===== src/rtl/pause_pkg.sv =====
package pause_pkg;
    localparam int unsigned QUANTA_W_DEF   = 16;
    localparam int unsigned PRESCALE_W_DEF = 7;

    typedef enum logic [1:0] {
        CNT_IDLE,
        CNT_LOAD,
        CNT_STEP,
        CNT_HOLD
    } cnt_action_e;
endpackage


===== src/rtl/pause_prescaler.sv =====
module pause_prescaler #(
    parameter int unsigned PRESCALE_W = pause_pkg::PRESCALE_W_DEF
) (
    input  logic clk,
    input  logic rst_n,
    input  logic restart,
    input  logic run,
    input  logic fast,
    output logic tick
);
    generate
        if (PRESCALE_W == 0) begin : g_nodiv
            assign tick = run;
        end else begin : g_div
            localparam logic [PRESCALE_W-1:0] PRE_LAST = {PRESCALE_W{1'b1}};

            typedef struct packed {
                logic [PRESCALE_W-1:0] pre;
            } pre_state_t;

            pre_state_t st_d, st_q;

            always_comb begin
                st_d = st_q;
                if (restart || !run) begin
                    st_d.pre = '0;
                end else begin
                    st_d.pre = st_q.pre + 1'b1;
                end
            end

            always_ff @(posedge clk or negedge rst_n) begin
                if (!rst_n) begin
                    st_q <= '0;
                end else begin
                    st_q <= st_d;
                end
            end

            assign tick = run && !restart && (fast || (st_q.pre == PRE_LAST));

            // a restart must leave the interval counter at zero
            assert_pre_restart_R3: assert property (@(posedge clk) disable iff (!rst_n)
                restart |=> (st_q.pre == '0));
        end
    endgenerate
endmodule


===== src/rtl/pause_counter.sv =====
module pause_counter #(
    parameter int unsigned QUANTA_W = pause_pkg::QUANTA_W_DEF
) (
    input  logic                clk,
    input  logic                rst_n,
    input  logic                enable,
    input  logic                load,
    input  logic [QUANTA_W-1:0] load_val,
    input  logic                tick,
    output logic [QUANTA_W-1:0] count,
    output logic                active
);
    import pause_pkg::*;

    typedef struct packed {
        logic [QUANTA_W-1:0] cnt;
    } cnt_state_t;

    cnt_state_t  st_d, st_q;
    cnt_action_e act;

    always_comb begin
        st_d = st_q;
        if (!enable) begin
            act = CNT_IDLE;
        end else if (load) begin
            act = CNT_LOAD;
        end else if (st_q.cnt != '0 && tick) begin
            act = CNT_STEP;
        end else begin
            act = CNT_HOLD;
        end
        case (act)
            CNT_IDLE: st_d.cnt = '0;
            CNT_LOAD: st_d.cnt = load_val;
            CNT_STEP: st_d.cnt = st_q.cnt - 1'b1;
            default:  st_d.cnt = st_q.cnt;
        endcase
    end

    always_ff @(posedge clk or negedge rst_n) begin
        if (!rst_n) begin
            st_q <= '0;
        end else begin
            st_q <= st_d;
        end
    end

    assign count  = st_q.cnt;
    assign active = (st_q.cnt != '0);

    // an accepted load lands exactly on the next edge
    assert_load_lands_R5: assert property (@(posedge clk) disable iff (!rst_n)
        (enable && load) |=> (st_q.cnt == $past(load_val)));

    // zero is sticky without a load
    assert_no_wrap_R8: assert property (@(posedge clk) disable iff (!rst_n)
        (st_q.cnt == '0 && !(enable && load)) |=> (st_q.cnt == '0));

    // without a load the count moves by at most one
    assert_single_step_R3: assert property (@(posedge clk) disable iff (!rst_n)
        (enable && !load && st_q.cnt != '0) |=>
        (st_q.cnt == $past(st_q.cnt) || st_q.cnt == QUANTA_W'($past(st_q.cnt) - 1'b1)));

    // enable low drops the pause on the next edge
    assert_disable_clears_R7: assert property (@(posedge clk) disable iff (!rst_n)
        !enable |=> (st_q.cnt == '0));
endmodule


===== src/rtl/pause_quanta_timer.sv =====
module pause_quanta_timer #(
    parameter int unsigned QUANTA_W   = pause_pkg::QUANTA_W_DEF,
    parameter int unsigned PRESCALE_W = pause_pkg::PRESCALE_W_DEF
) (
    input  logic                clk,
    input  logic                rst_n,
    input  logic                flow_ctrl_en,
    input  logic                quantum_fast,
    input  logic                frame_pause_vld,
    input  logic [QUANTA_W-1:0] frame_pause_quanta,
    output logic                tx_hold,
    output logic [QUANTA_W-1:0] quanta_left
);
    logic load_acc;
    logic restart;
    logic tick;
    logic active;

    assign load_acc = frame_pause_vld && flow_ctrl_en;
    assign restart  = load_acc || !flow_ctrl_en;

    pause_prescaler #(.PRESCALE_W(PRESCALE_W)) u_pre (
        .clk     (clk),
        .rst_n   (rst_n),
        .restart (restart),
        .run     (active),
        .fast    (quantum_fast),
        .tick    (tick)
    );

    pause_counter #(.QUANTA_W(QUANTA_W)) u_cnt (
        .clk      (clk),
        .rst_n    (rst_n),
        .enable   (flow_ctrl_en),
        .load     (load_acc),
        .load_val (frame_pause_quanta),
        .tick     (tick),
        .count    (quanta_left),
        .active   (active)
    );

    assign tx_hold = flow_ctrl_en && active;

    // fast quanta step the count on every edge
    assert_fast_step_R4: assert property (@(posedge clk) disable iff (!rst_n)
        (quantum_fast && flow_ctrl_en && !frame_pause_vld && quanta_left != '0) |=>
        (quanta_left == QUANTA_W'($past(quanta_left) - 1'b1)));

    // a strobe while disabled leaves nothing behind
    assert_ignore_disabled_R1: assert property (@(posedge clk) disable iff (!rst_n)
        (!flow_ctrl_en && frame_pause_vld) |=> (quanta_left == '0));
endmodule


===== config.mk =====
export PLATFORM = sky130hd
export DESIGN_NAME = pause_quanta_timer
export DESIGN_NICKNAME = d
export VERILOG_FILES = /design/src/rtl/pause_pkg.sv /design/src/rtl/pause_prescaler.sv /design/src/rtl/pause_counter.sv /design/src/rtl/pause_quanta_timer.sv
export SDC_FILE = /design/constraint.sdc
export NUM_CORES = 1
export LEC_CHECK = 0
export ABC_AREA = 1
export BUFFER_PORTS_ARGS = -buffer_cell sky130_fd_sc_hd__buf_4
export CAP_MARGIN = 0
export CELL_PAD_IN_SITES_DETAIL_PLACEMENT = 0
export CELL_PAD_IN_SITES_GLOBAL_PLACEMENT = 1
export CORE_MARGIN = 2
export CORE_UTILIZATION = 37
export DETAILED_ROUTE_END_ITERATION = 12
export PLACE_DENSITY = 0.89
export SLEW_MARGIN = 20
export SYNTH_ARGS = -nofsm -noshare
export SYNTH_HDL_FRONTEND = slang
export SYNTH_SLANG_ARGS = --single-unit

===== constraint.sdc =====
create_clock -name clk -period 1.9 [get_ports clk]
set_input_delay 0.095 -clock clk [delete_from_list [all_inputs] [get_ports clk]]
set_output_delay 0.095 -clock clk [all_outputs]
set_load 0.02 [all_outputs]

# ---- After elaboration in Yosys (flattened, before gate mapping)
# Index checks and enable logic that the tools add are counted.
dict set report op_classes {
  n_addsub 2
  n_eq_ne 3
  mux 5
  n_reduce_logical 14
}
# operator count
set op_table {}
lappend op_table {{16-bit case mux with 3 select lines} 1}
lappend op_table {{16-bit nonzero test} 1}
lappend op_table {{16-bit by 1-bit subtractor with 16-bit output (second input constant)} 1}
lappend op_table {{7-bit by 1-bit adder with 7-bit output (second input constant)} 1}
lappend op_table {{7-bit equality test (second input constant)} 1}
lappend op_table {{7-bit two-way mux} 1}
lappend op_table {{1-bit logical AND} 5}
lappend op_table {{2-bit two-way mux} 2}
lappend op_table {{1-bit logical NOT} 3}
lappend op_table {{1-bit logical OR} 3}
lappend op_table {{3-bit nonzero test} 1}
lappend op_table {{2-bit by 1-bit equality test with 1-bit output (second input constant)} 1}
lappend op_table {{2-bit equality test (second input constant)} 1}
lappend op_table {{2-bit logical NOT} 1}
lappend op_table {{1-bit two-way mux} 1}
dict set report totals {
  ff_bits 23
  output_inout_bits 17
  elab_cells 26
}

# ---- Depth between registers and ports, before layout
# Gate-level depths: netlist of run 1.
dict set report depth {
  word_depth 11
  ltp_mapped 10
}

# ---- Cells and area by module
# From an unflattened synthesis of run 1, not the netlist that was laid out.
dict set report hier_totals {
  cells_unflattened 234
  area_unflattened_um2 1689.1
}
# mod n_inst cells_each area_per_inst_um2
set by_module_without_submodules {}
lappend by_module_without_submodules {pause_counter 1 184 1315.0}
lappend by_module_without_submodules {pause_prescaler 1 44 351.6}
lappend by_module_without_submodules {pause_quanta_timer 1 6 22.5}

# ---- Least setup slack after synthesis of run 1
# No wires, ideal clock.
dict set report synth_timing {
  kind {register to register}
  startpoint {register u_cnt.st_q (netlist bit u_cnt.count[0])}
  endpoint {register u_cnt.st_q (netlist bit u_cnt.count[2])}
  setup_time_ns 0.125
  arrival_ns 1.461
  path_slack_ns 0.313
  stages_incl_launch_ff 11
  n_path_buf 1
  synth_period_minus_slack_ns 1.587
  path_cell_list {dfrtp_1 inv_1 ha_1 nand2_2 nor2_4 nand2_2 nand3_4 inv_4 buf_6 nand2_1 nand3_1}
}
dict set report synth_via {
  elab_chain_len 9
  elab_cells_between_ends 13
}
# element line
set synth_rtl {}
lappend synth_rtl {{start: declaration} pause_counter.sv:19} ;# cnt_state_t st_d, st_q;
lappend synth_rtl {{start signal: assignment} pause_counter.sv:45} ;# st_q <= st_d;
lappend synth_rtl {{16-bit nonzero test} {pause_counter.sv:28, pause_counter.sv:50}}
lappend synth_rtl {{1-bit logical AND (2 in series)} pause_prescaler.sv:40} ;# assign tick = run && !restart && (fast || (st_q.pre == PRE_LAST));
lappend synth_rtl {{1-bit logical AND} pause_counter.sv:28} ;# end else if (st_q.cnt != '0 && tick) begin
lappend synth_rtl {{1-bit two-way mux} pause_counter.sv:28}
lappend synth_rtl {{2-bit two-way mux} pause_counter.sv:26} ;# end else if (load) begin
lappend synth_rtl {{2-bit two-way mux} pause_counter.sv:24} ;# if (!enable) begin
lappend synth_rtl {{2-bit equality test, or another cell as far along} pause_counter.sv:33} ;# case (act)
lappend synth_rtl {{16-bit case mux with 3 select lines or 3-bit nonzero test (tied branches)} --}
# Parallel ways exist; a longest one is shown, timed or not.
# A chain may end at the register's enable or synchronous reset.

# ---- Worst setup path after layout of run 1
dict set report layout_timing {
  startpoint {register u_cnt.st_q (netlist bit u_cnt.count[0])}
  endpoint {register u_cnt.st_q (netlist bit u_cnt.count[4])}
}
# The elaborated chain is that of the path after synthesis.

==> impl_metrics.json, run 1 <==
{
  "first_global_vias": 1299,
  "synth-main-ff-cell": "dfrtp_1",
  "cp-endpoint": "u_cnt.count[4]",
  "tns_ns": 0,
  "p_sw_uw": 466,
  "clockBufferDepth": 2,
  "path_clk_slew_ns": 0.08,
  "via_per_inst": 4.77,
  "worstSetupStartpointType": "flop",
  "drc": 0,
  "clock_sinks": 23,
  "pin_count": 38,
  "period_share": 0.864,
  "p_int_uw": 844,
  "cp_data_required_time_ns": 2.05,
  "async_flop_share": 1.00,
  "synthDominantCellAreaShare": 0.389,
  "met1Wirelength_mm": 1.62,
  "die_area_mm2": 0.00452,
  "fp.dieH_um": 67.2,
  "grt_pass1_wl_mm": 5.77,
  "finalHoldViolCount": 0,
  "leakagePower_nw": 0.951,
  "row_count": 22,
  "cts_root_buffer": "clkbuf_8",
  "critPathMostFrequentCell": "nand2_2",
  "p_comb_frac": 0.324,
  "stdcell_count": 292,
  "die_w_um": 67.2,
  "dr.pass1.iters": 4,
  "routed_wl_mm": 3.47,
  "startpoint": "u_cnt.count[0]",
  "ys_warn_count": 0,
  "tightest_slew_ns": 0.535,
  "holdCritStartpoint": "frame_pause_quanta[7]",
  "synth_commonest_cells": "63 x nand2_1, 36 x nand3_1, 27 x nor2_1",
  "critPathKind": "reg2reg",
  "cts_made_buffers": 3,
  "ys_ff_latch": 23,
  "cp_cell_sequence": "inv_1 -> ha_1 -> nand2_2 -> nor2_4 -> nand2_2 -> nand3_4 -> inv_4 -> nand2_1 -> nand3_1",
  "avgSynthCellArea_um2": 7.21,
  "min-delay-path-class": "in2reg",
  "timing.rr.end": "u_cnt.count[4]",
  "drtIter0Drc": 75,
  "r2r-start": "u_cnt.count[0]",
  "syn_area_mm2": 0.00148,
  "slew_headroom": 0.643,
  "design_area_mm2": 0.00185,
  "antenna_cells": 0,
  "ant_nets": 0,
  "area_growth_pct": 25.1,
  "hpwl_mm": 2.52,
  "crit_fanout": 17,
  "pwr-share-clk": 0.235,
  "postPlaceCellArea_mm2": 0.00179,
  "grt_setup_unrepaired": "no",
  "syn_nets": 228,
  "reg2reg_setup_slack_ns": 0.26,
  "track_usage": 0.168,
  "min_period_ns": 1.64,
  "cp.arrival_ns": 1.79,
  "core_area_mm2": 0.00374,
  "swShare": 0.356,
  "dr_wl_met2_mm": 1.65,
  "port-buffer-count": 37,
  "clk_latency_ns": 0.27,
  "synthCells": 205,
  "top_layer": "met4",
  "drive_gt1_frac": 0.230,
  "yosys.area.top_type": "dfrtp_1",
  "whs_ns": 0.0408,
  "max_stage_delay_ns": 0.40,
  "crit_path_end_kind": "flop",
  "synth_cell_types": 22,
  "outcome": "finished, final reports clean",
  "grt_start_max_net_pins": 24,
  "ys_seq_area_frac": 0.389,
  "synth_edf_count": 0,
  "gp_congestion": 0.825,
  "ir_worst_vdd_mv": 0.323,
  "wl_per_cell_um": 11.9,
  "yosys-top-cells-area": "dfrtp_1 39%, nand2_1 16%, nand3_1 12%",
  "dp.cells": 287,
  "critPathSlowestCell": "dfrtp_1",
  "maxSlewViolCount": 0,
  "tritoncts": "built",
  "sequentialPowerShare": 0.441,
  "synth_most_common_cell": "nand2_1",
  "max_freq_ghz": 0.609,
  "cellPowerDensity_mw_per_mm2": 708,
  "setup_violations": 0,
  "start_util": 0.395,
  "antenna_found_initial": 0,
  "finalNetCount": 268,
  "wl_met3_um": 154,
  "grt_overflow": 0,
  "clock_skew_ns": 0.00415,
  "drv_cap": 0,
  "reg2reg_depth": 9,
  "post-route-util": 0.494,
  "vias": 1392,
  "h-tree-depth": 1
}
cells in the final DEF (no fill, tap or decap):
cell	synthesis	final
inv_4	1	1
nand3_4	1	1
clkinv_2	0	1
clkbuf_8	0	3
xnor2_1	3	3
inv_1	14	14
a21oi_1	2	2
nor3_1	4	4
o21bai_2	1	1
nor2_1	27	27
dfrtp_1	23	23
buf_4	0	38
xor2_1	6	6
nand2_1	63	63
nor3b_1	1	1
nor2_4	2	2
nand3_2	1	1
dlygate4sd3_1	0	1
nand3_1	36	36
nor2_2	5	5
ha_1	2	2
and2_1	1	1
nand2_2	3	3
nand3b_1	5	5
worst min-delay path by stage:
stage                                endpoint  slack, ns  cells past startpoint
after floorplan                u_cnt.count[0]      -0.20                      0
after global placement    u_pre.g_div.st_q[5]      0.008                      1
after detailed placement  u_pre.g_div.st_q[5]       0.01                      1
final                          u_cnt.count[7]       0.04                      3
after global routing           u_cnt.count[9]       0.04                      3
after CTS                      u_cnt.count[7]       0.04                      3
metal layers:
layer,vias up,track usage
li1,729,-
met1,627,0.221
met2,32,0.288
met3,4,0.0183
met4,0,0.0536
met5,-,0
flip-flops by register name, indices dropped and copies added (netlist names):
name and flops:
u_pre.g_div.st_q 7, u_cnt.count 16
logic make-up after synthesis:
group,synth area share
compound gates,0.0144
xor+xnor,0.0533
fa+ha+maj,0.0169
buf+inv,0.0601
flops,0.389
simple gates,0.466
power groups by stage:
stage | Clock [mW] | Combinational (mW) | Sequential [mW]
finish | 0.308 | 0.425 | 0.577
global route | 0.346 | 0.478 | 0.584
CTS | 0.318 | 0.430 | 0.577
detailed placement | 0 | 0.426 | 0.587
global placement | 0 | 0.422 | 0.587
floorplan | 0 | 0.246 | 0.616
critical path: cells and delay by family (launching register included):
| kind | cells | cell delay (ns) |
|---|---|---|
| buf+inv | 2 | 0.23 |
| fa+ha+maj | 1 | 0.22 |
| flops | 1 | 0.40 |
| simple gates | 6 | 0.68 |
metrics by stage:
step / total power [mW] / setup WS [ns]
after CTS: 1.32 / 0.235
after global routing: 1.41 / 0.0678
final: 1.31 / 0.258
after global placement: 1.01 / 0.311
after detailed placement: 1.01 / 0.252
after floorplan: 0.862 / 0.313
area by class of cell:
class | instances | area, um^2
clock buffer | 3 | 41.3
fill | 409 | 1890
inverter | 15 | 58.8
clock inverter | 1 | 5.00
tap | 48 | 60.1
sequential | 23 | 576
timing repair buffer | 39 | 295
multi-input combinational | 163 | 815
timing repair:
action,CTS,global route
buffers inserted,0,0
resized for setup,0,0
hold endpoints to repair,23,0
hold buffers,1,0
(Power assumes the default switching activity.)
==> run 2, diff against run 1 <==
- ABC_AREA: 1 -> default
- CORE_UTILIZATION: 37 -> 38
==> impl_metrics.json, run 2 <==
{
  "outcome": "complete, but fails checks",
  "failed_checks": "negative setup slack",
  "grt_setup_unrepaired": "yes",
  "antenna_cells": 0,
  "final_common_cell": "buf_4",
  "synthAdderAreaFrac": 0.0191,
  "cellPowerDensity_mw_per_mm2": 583,
  "power_mw": 1.20,
  "port-buffer-count": 37,
  "ir_worst_vdd_mv": 0.344,
  "vias": 1335,
  "ys_ff_latch": 23,
  "synth_edf_count": 0,
  "reg2reg_depth": 8,
  "syn_area_mm2": 0.00131,
  "cp.arrival_ns": 2.07,
  "holdCritStartpoint": "frame_pause_quanta[3]",
  "yosys.area.top_type": "dfrtp_1",
  "path_depth": 7,
  "min_period_ns": 2.17,
  "setup_violations": 24,
  "synth_compound_area_frac": 0.125,
  "gp_congestion": 0.766,
  "cts_made_buffers": 3,
  "p_sw_uw": 382,
  "finalHoldViolCount": 0,
  "finalNetCount": 237,
  "cts_root_buffer": "clkbuf_4",
  "track_usage": 0.193,
  "tritoncts": "built",
  "timing.rr.end": "u_cnt.count[14]",
  "max_freq_ghz": 0.461,
  "synth_commonest_cells": "23 x dfrtp_1, 16 x o21ai_0, 11 x nand2_1, 11 x nor2_1",
  "drive_gt1_frac": 0.446,
  "die_w_um": 62.8,
  "antenna_found_initial": 0,
  "worstHoldEndpoint": "u_cnt.count[3]",
  "fillers": 290,
  "avgSynthCellArea_um2": 9.38,
  "synth-main-ff-cell": "dfrtp_1",
  "synth_xor_area_frac": 0.0934,
  "post-place-ws_ns": -0.181,
  "h-tree-depth": 1,
  "synth_cell_types": 34,
  "layout_common_cells": "63 x buf_4, 20 x dfrtp_1, 13 x o21ai_0",
  "clockBufferDepth": 2,
  "core_area_mm2": 0.00334,
  "worst_slack_ns": -0.267,
  "cp_cell_sequence": "inv_2 -> ha_4 -> or4b_4 -> nand4b_1 -> buf_4 -> and2_4 -> buf_6",
  "max_stage_delay_ns": 0.46,
  "drc": 0,
  "cp_data_required_time_ns": 1.80,
  "drtIter0Drc": 26,
  "slew_headroom": 0.604,
  "ys_seq_area_frac": 0.439,
  "maxSlewViolCount": 0,
  "synthSimpleGateAreaFrac": 0.268,
  "min_path_cells": 3,
  "via_per_inst": 5.15,
  "swShare": 0.319,
  "synth_most_common_cell": "dfrtp_1",
  "routed_wl_mm": 3.57,
  "clk_latency_ns": 0.31,
  "fp.dieH_um": 62.8,
  "tightest_slew_ns": 0.594,
  "synthCells": 140,
  "area_growth_pct": 56.6,
  "leakagePower_nw": 0.953,
  "critPathKind": "reg2out",
  "first_global_vias": 1394,
  "syn_nets": 163,
  "async_flop_share": 1.00,
  "design_area_mm2": 0.00206,
  "dr.pass1.iters": 5,
  "grt_start_max_net_pins": 24,
  "synthDominantCellAreaShare": 0.439,
  "r2r-start": "u_cnt.count[1]",
  "largest_register_ffs": 16,
  "wl_per_cell_um": 13.8,
  "postPlaceCellArea_mm2": 0.00182,
  "min-delay-path-class": "in2reg",
  "reg2reg_setup_slack_ns": -0.23,
  "synthMuxAreaShare": 0.0315,
  "worstSetupStartpointType": "flop",
  "p_int_uw": 817,
  "p_comb_frac": 0.345,
  "tns_ns": -3.51,
  "clock_skew_ns": 0.00120,
  "die_area_mm2": 0.00394,
  "crit_path_end_kind": "primary output",
  "pin_count": 38,
  "hpwl_mm": 2.57,
  "critPathSlowestCell": "or4b_4",
  "grt_pass1_wl_mm": 6.07,
  "clock_sinks": 23,
  "grt_overflow": 0,
  "start_util": 0.393,
  "period_share": 1.14,
  "row_count": 21,
  "crit_fanout": 3,
  "ant_nets": 0,
  "whs_ns": 0.0596,
  "drv_cap": 0,
  "path_clk_slew_ns": 0.12,
  "yosys-top-cells-area": "dfrtp_1 44%, xor2_1 6.7%, o21ai_0 6.1%",
  "crit_family": "simple AND/OR/NAND/NOR gates",
  "pwr-share-clk": 0.191,
  "ys_warn_count": 0,
  "synth_top_family_by_area": "simple AND/OR/NAND/NOR gates",
  "crit_buf_inv": 3,
  "sequentialPowerShare": 0.464
}
[run 2: worst max-delay path by stage]
stage | startpoint | endpoint | slack, ns
6_report | u_cnt.count[1] | tx_hold | -0.27
5_1_grt | u_cnt.count[1] | tx_hold | -0.37
4_1_cts | u_cnt.count[1] | tx_hold | -0.27
3_5_place_dp | u_cnt.count[0] | u_cnt.count[10] | -0.18
3_3_place_gp | u_cnt.count[0] | u_cnt.count[1] | -0.11
2_1_floorplan | u_cnt.count[0] | u_cnt.count[14] | -0.16
[run 2: routing by layer]
layer	routed length, um	track usage	vias to the layer above
li1	-	-	655
met1	1610	0.228	642
met2	1810	0.351	34
met3	126	0.0378	4
met4	23	0.0583	0
met5	0	0	-
[run 2: timing repair]
item	in CTS	in global routing
endpoints found under the hold margin	28	0
setup buffers	6	2
setup endpoints to repair	24	24
pin swaps	12	1
hold buffers	6	0
gates resized for setup	20	2
[run 2: logic make-up after synthesis]
kind of cell / Yosys count
fa+ha+maj: 2
compound gates: 30
flops: 23
mux: 4
buf+inv: 8
xor+xnor: 14
simple gates: 59
[run 2: layout make-up]
| class | instances | area, um^2 | area share |
|---|---|---|---|
| Multi-Input combinational cell | 109 | 792 | 0.385 |
| Timing Repair Buffer | 74 | 589 | 0.287 |
| Sequential cell | 23 | 579 | 0.282 |
| Tap cell | 46 | 57.6 | 0.0280 |
| Clock buffer | 4 | 26.3 | 0.0128 |
| Inverter | 3 | 11.3 | 0.00548 |
[run 2: stage by stage]
stage,utilization,cells
3_3_place_gp,0.545,241
6_report,0.616,259
4_1_cts,0.608,257
3_5_place_dp,0.545,241
5_1_grt,0.616,259
2_1_floorplan,-,140
[run 2: worst register-to-register path, cell delays in order, from the launching register on]
cell and delay [ns]:
dfrtp_2 0.44, inv_2 0.08, ha_4 0.12, or4b_4 0.46, buf_4 0.17, nor3_4 0.11, and4_1 0.21, or3b_1 0.36
o211ai_1 0.10
[run 2: power by group through the flow]
| stage | logic (mW) | clock network, mW | registers [mW] |
|---|---|---|---|
| 6_report | 0.414 | 0.229 | 0.556 |
| 5_1_grt | 0.450 | 0.261 | 0.562 |
| 2_1_floorplan | 0.141 | 0 | 0.600 |
| 4_1_cts | 0.402 | 0.239 | 0.556 |
| 3_5_place_dp | 0.351 | 0 | 0.565 |
| 3_3_place_gp | 0.343 | 0 | 0.563 |
